$ cat config.mk
export PLATFORM = sky130hd
export DESIGN_NAME = fetch_guard
export DESIGN_NICKNAME = d
export VERILOG_FILES = /design/src/rtl/fg_pkg.sv /design/src/rtl/fg_regs.sv /design/src/rtl/fg_range_hit.sv /design/src/rtl/fg_fetch_mux.sv /design/src/rtl/fetch_guard.sv
export SDC_FILE = /design/constraint.sdc
export NUM_CORES = 1
export LEC_CHECK = 0
export BUFFER_PORTS_ARGS = -buffer_cell sky130_fd_sc_hd__buf_2
export CORE_UTILIZATION = 37
export CTS_CLUSTER_DIAMETER = 200
export CTS_CLUSTER_SIZE = 28
export DETAILED_ROUTE_END_ITERATION = 8
export SYNTH_ARGS = -nofsm -noshare
export SYNTH_HDL_FRONTEND = slang
export SYNTH_SLANG_ARGS = --single-unit
$ cat constraint.sdc
create_clock -name clk -period 3 [get_ports clk]
set_input_delay 0.6 -clock clk [delete_from_list [all_inputs] [get_ports clk]]
set_output_delay 0.6 -clock clk [all_outputs]
set_load 0.03 [all_outputs]
$ cat src/rtl/fg_pkg.sv
package fg_pkg;
  typedef enum logic [1:0] {
    CFG_CTRL  = 2'd0,
    CFG_FIRST = 2'd1,
    CFG_LAST  = 2'd2
  } cfg_sel_e;

  localparam logic [31:0] ILLEGAL_WORD = 32'h0000_0000;
endpackage

$ cat src/rtl/fg_regs.sv
module fg_regs #(
  parameter int AW = 32
) (
  input  logic          clk,
  input  logic          rst,
  input  logic          we,
  input  logic [1:0]    sel,
  input  logic [AW-1:0] wdata,
  output logic          win_en,
  output logic [AW-1:0] win_first,
  output logic [AW-1:0] win_last
);
  import fg_pkg::*;

  always_ff @(posedge clk) begin
    if (rst) begin
      win_en    <= 1'b0;
      win_first <= '0;
      win_last  <= '0;
    end else if (we) begin
      case (cfg_sel_e'(sel))
        CFG_CTRL:  if (wdata[0]) win_en <= 1'b1;
        CFG_FIRST: if (!win_en) win_first <= wdata;
        CFG_LAST:  if (!win_en) win_last <= wdata;
        default: ;
      endcase
    end
  end

  AST_ARM_ON_BIT0: assert property (@(posedge clk) disable iff (rst)
    (we && sel == 2'd0 && wdata[0]) |=> win_en);
  AST_ARM_STICKY: assert property (@(posedge clk) disable iff (rst)
    $past(win_en) |-> win_en);
  AST_BOUNDS_FROZEN: assert property (@(posedge clk) disable iff (rst)
    $past(win_en) |-> ($stable(win_first) && $stable(win_last)));
endmodule

$ cat src/rtl/fg_range_hit.sv
module fg_range_hit #(
  parameter int AW = 32
) (
  input  logic          active,
  input  logic [AW-1:0] addr,
  input  logic [AW-1:0] lo,
  input  logic [AW-1:0] hi,
  output logic          hit
);
  always_comb hit = active && (addr >= lo) && (addr <= hi);
endmodule

$ cat src/rtl/fg_fetch_mux.sv
module fg_fetch_mux #(
  parameter int DW = 32
) (
  input  logic          block,
  input  logic [DW-1:0] mem_rdata,
  output logic [DW-1:0] core_rdata
);
  import fg_pkg::*;
  always_comb core_rdata = block ? DW'(ILLEGAL_WORD) : mem_rdata;
endmodule

$ cat src/rtl/fetch_guard.sv
module fetch_guard #(
  parameter int          AW          = 32,
  parameter int          DW          = 32,
  parameter int          PREFIX_W    = 8,
  parameter logic [7:0]  FW_PREFIX   = 8'hd0,
  parameter int          FW_BYTES    = 2048
) (
  input  logic          clk,
  input  logic          rst,
  input  logic          cfg_we,
  input  logic [1:0]    cfg_sel,
  input  logic [AW-1:0] cfg_wdata,
  input  logic          bus_valid,
  input  logic          bus_is_fetch,
  input  logic [AW-1:0] bus_addr,
  input  logic [DW-1:0] mem_rdata,
  output logic [DW-1:0] core_rdata,
  output logic          fetch_blocked
);
  localparam int          NREG  = 2;
  localparam logic [AW-1:0] FW_LO = {FW_PREFIX[PREFIX_W-1:0], {(AW-PREFIX_W){1'b0}}};
  localparam logic [AW-1:0] FW_HI = FW_LO + AW'(FW_BYTES - 1);

  logic          win_en;
  logic [AW-1:0] win_first, win_last;
  logic          is_fetch;
  logic [AW-1:0] lo_arr [NREG];
  logic [AW-1:0] hi_arr [NREG];
  logic          act_arr [NREG];
  logic [NREG-1:0] hit;

  fg_regs #(.AW(AW)) u_regs (
    .clk(clk), .rst(rst), .we(cfg_we), .sel(cfg_sel), .wdata(cfg_wdata),
    .win_en(win_en), .win_first(win_first), .win_last(win_last)
  );

  always_comb begin
    lo_arr[0]  = FW_LO;
    hi_arr[0]  = FW_HI;
    act_arr[0] = 1'b1;
    lo_arr[1]  = win_first;
    hi_arr[1]  = win_last;
    act_arr[1] = win_en;
  end

  for (genvar g = 0; g < NREG; g++) begin : g_region
    fg_range_hit #(.AW(AW)) u_hit (
      .active(act_arr[g]), .addr(bus_addr),
      .lo(lo_arr[g]), .hi(hi_arr[g]), .hit(hit[g])
    );
  end

  always_comb is_fetch = bus_valid && bus_is_fetch;
  always_comb fetch_blocked = is_fetch && (|hit);

  fg_fetch_mux #(.DW(DW)) u_mux (
    .block(fetch_blocked), .mem_rdata(mem_rdata), .core_rdata(core_rdata)
  );

  AST_FWRAM_ALWAYS: assert property (@(posedge clk) disable iff (rst)
    (bus_valid && bus_is_fetch && bus_addr >= FW_LO && bus_addr <= FW_HI)
      |-> (fetch_blocked && core_rdata == '0));
  AST_DATA_UNTOUCHED: assert property (@(posedge clk) disable iff (rst)
    (bus_valid && !bus_is_fetch) |-> (!fetch_blocked && core_rdata == mem_rdata));
  AST_BLOCK_ILLEGAL: assert property (@(posedge clk) disable iff (rst)
    fetch_blocked |-> (core_rdata == '0));
endmodule

==> run_results.csv <==
group,metric,value,unit
worst_setup_path,crit_family,"buffers and inverters",
pwr,p_int,1.82,mW
pwr,power_density,375,mW/mm2
sta,max_freq,303,MHz
placement,io_buffers,135,
synth,synth.distinct_cells,39,
final_layout,fin_util,59.4,%
grt,grt_pass1_wl,23300,um
clocking,cts.htree.levels,3,
sta,report.final.setup_viol,33,
synth,syn_inst,594,
synth,yosys_warnings,0,
floorplanning,ioPinCount,136,
sta,tightestPinTransition,0.632,ns
synth,synthesis.area,0.00443,mm2
placement,gp_congestion,0.846,
final_layout,regArea,0.00131,mm2
sta,drv_slew,0,
floorplanning,die_h,111,um
pwr,seqPwrFrac,35.2,%
clocking,clk_pin_slew,0.05,ns
synth,syn-num-nets,761,
sta,grt_setup_unrepaired,"yes",
final_layout,n_antenna_cell,0,
synth,synth-async-reset-ratio,0,%
sta,min_period_over_period,110,%
route,drt_iter0_drc,245,
floorplanning,fp-row-count,39,
route,routed_wl,14000,um
final_layout,fin_nets,936,
grt,track_usage,23.6,%
floorplanning,core,0.0116,mm2
final_layout,final_cell_mix,"nand2_1 (176), buf_2 (98), a21oi_1 (84)",
run_status,status,"finished, violations left",
pwr,p_comb_share,27.5,%
grt,grt_pass1_vias,4827,
worst_setup_path,cp_max_fo,5,
sta,slew_headroom,57.8,%
sta,finalSetupTns,-8.61,ns
synth,ys_seq_elements,65,
synth,synth_ff_type,"dfxtp_1",
clocking,cts_max_path_buffers,2,
sta,hold_violations,0,
pwr,p_leak,2.79,nW
route,vias_per_cell,5.06,
clocking,hold_buffers,0,
sta,skew,0.00315,ns
run_status,violations,"design-rule violations, negative setup slack",
worst_setup_path,slowest_stage,"nor4_2",
final_layout,drive_gt1_share,37.2,%
grt,grt_max_degree,36,
grt,overflow,0,
worst_setup_path,crit_path_start_kind,"input pin",
worst_hold_path,worstHoldPathType,"reg -> reg",
clocking,clk_latency,0.33,ns
pwr,power_frac_clock,37.3,%
route,vias,4634,
worst_setup_path,max_stage_delay,0.31,ns
worst_setup_path,worst-path-buf-inv,5,
route,drc,27,
synth,synth.avg_cell_area,7.46,um2
route,detail_route.first_pass.iterations,9,
floorplanning,start_util,38.3,%
final_layout,multiInputGateArea,0.00326,mm2
run,maxCapViolCount,0,
worst_setup_path,path_cells,"buf_6, ha_4, nand4_1, nor4_2, buf_4, a21boi_2, o31ai_2, a21o_4, buf_6, buf_16, a21oi_4, buf_6",
sta,fin_ws,-0.300,ns
placement,place_hpwl,9280,um
final_layout,mostFrequentLayoutCell,"nand2_1",
pwr,worst_ir_drop_vdd,0.329,mV
clocking,cts_buffers,9,
clocking,cts_tree,"done",
synth,yosysSeqAreaShare,29.4,%
clocking,clockRootBuffer,"clkbuf_16",
pwr,p_sw,0.753,mW
worst_setup_path,worst_ep_required_time,2.40,ns
final_layout,area_delta_synth_final,55.2,%
pwr,power_switching_share,29.2,%
pwr,power.total,2.58,mW
route,detail_route.wl_per_cell,15.3,um
worst_setup_path,crit_arrival,2.70,ns
worst_setup_path,endpoint_kind,"output pin",
worst_setup_path,path_class,"in -> out",
grt,antenna_found_initial,0,
worst_setup_path,crit_path_frequent_cell,"buf_6",
final_layout,fillers,996,
synth,synth-edff-count,0,
route,postRouteAntennaNets,0,
floorplanning,die_area,0.0124,mm2
floorplanning,die_w,111,um
clocking,cts_num_sinks,65,
sta,timing.final.crit_period,3.30,ns
==> logic make-up (layout without fill, tap and decap cells) <==
| logic type | Yosys count | after routing | share of synthesized area, % |
|---|---|---|---|
| flip-flops | 65 | 65 | 29.4 |
| AND/OR/NAND/NOR | 220 | 220 | 21.3 |
| adder cells (fa/ha/maj) | 64 | 64 | 18.1 |
| buffers and inverters | 97 | 275 | 9.63 |
| AO/OA/AOI/OAI | 148 | 148 | 21.6 |
==> worst paths after layout <==
kind	from	to	cells past startpoint	slack (ns)
hold / removal	u_regs.win_first[23]$_SDFFE_PP0P_	u_regs.win_first[23]$_SDFFE_PP0P_	2	0.45
setup reg to reg	u_regs.win_en$_SDFFE_PP0P_	u_regs.win_first[13]$_SDFFE_PP0P_	5	1.50
hold reg to reg	u_regs.win_first[23]$_SDFFE_PP0P_	u_regs.win_first[23]$_SDFFE_PP0P_	2	0.45
setup / recovery	bus_addr[9]	core_rdata[28]	12	-0.30
==> Yosys cell counts (all sizes together), types with 2 or more instances <==
cell type	number	area, um2
nand2	176	661
a21oi	119	678
dfxtp	65	1300
inv	65	244
ha	64	801
clkbuf	26	97.6
nand4	9	56.3
nand3	8	40.0
nor2	7	26.3
o21ai	7	38.8
buf	6	85.1
a21o	5	45.0
nor4	5	31.3
a2111oi	4	85.1
and4	4	35.0
a221o	3	30.0
a21boi	2	15.0
nand4bb	2	22.5
nor2b	2	12.5
nor4bb	2	20.0
o211ai	2	15.0
==> repair_timing <==
item | in CTS | in global routing
endpoints found under the setup margin | 33 | 33
pin swaps | 37 | 18
gates cloned | 7 | 0
buffers inserted | 10 | 0
gates resized for setup | 134 | 12
endpoints found under the hold margin | 0 | 0
==> worst register-to-register path: stages (launching register included) <==
cell and delay [ns]:
dfxtp_1 0.31, buf_4 0.16, nor4bb_4 0.27, buf_4 0.42, nand2_1 0.12, a21oi_1 0.14
==> state kept, by name (all words and copies together), names as in the netlist <==
signal / cells
u_regs.win_en: 1
u_regs.win_first: 32
u_regs.win_last: 32
==> metrics by stage <==
stage	setup WS, ns	hold WS, ns	cells	instance area (um2)
3_3_place_gp	-0.390	0.443	884	5610
2_1_floorplan	-0.0823	0.436	594	4530
5_1_grt	-0.419	0.467	915	6870
4_1_cts	-0.250	0.455	915	6810
6_report	-0.300	0.454	915	6870
3_5_place_dp	-0.432	0.448	884	5610
==> area by class of cell <==
class / count / share of cell area (%)
Clock buffer: 11 / 3.68
Clock inverter: 3 / 0.255
Inverter: 65 / 3.55
Multi-Input combinational cell: 432 / 47.5
Sequential cell: 65 / 19.0
Tap cell: 143 / 2.60
Timing Repair Buffer: 196 / 23.4
==> power by group through the flow <==
stage          registers, mW  logic, mW  clock network (mW)
3_5_place_dp           0.925      0.532                   0
4_1_cts                0.908      0.682               0.986
6_report               0.908      0.708               0.960
5_1_grt                0.911      0.768                1.02
3_3_place_gp           0.924      0.517                   0
2_1_floorplan          0.922      0.325                   0
==> metal layers <==
metal  GRT usage, %  part of all wire, %
met1           26.8                   42
met2           42.5                   49
met3           5.44                  6.1
met4           9.28                  2.9
met5              0                    0
Note: power is estimated with default switching activity, not from simulation.
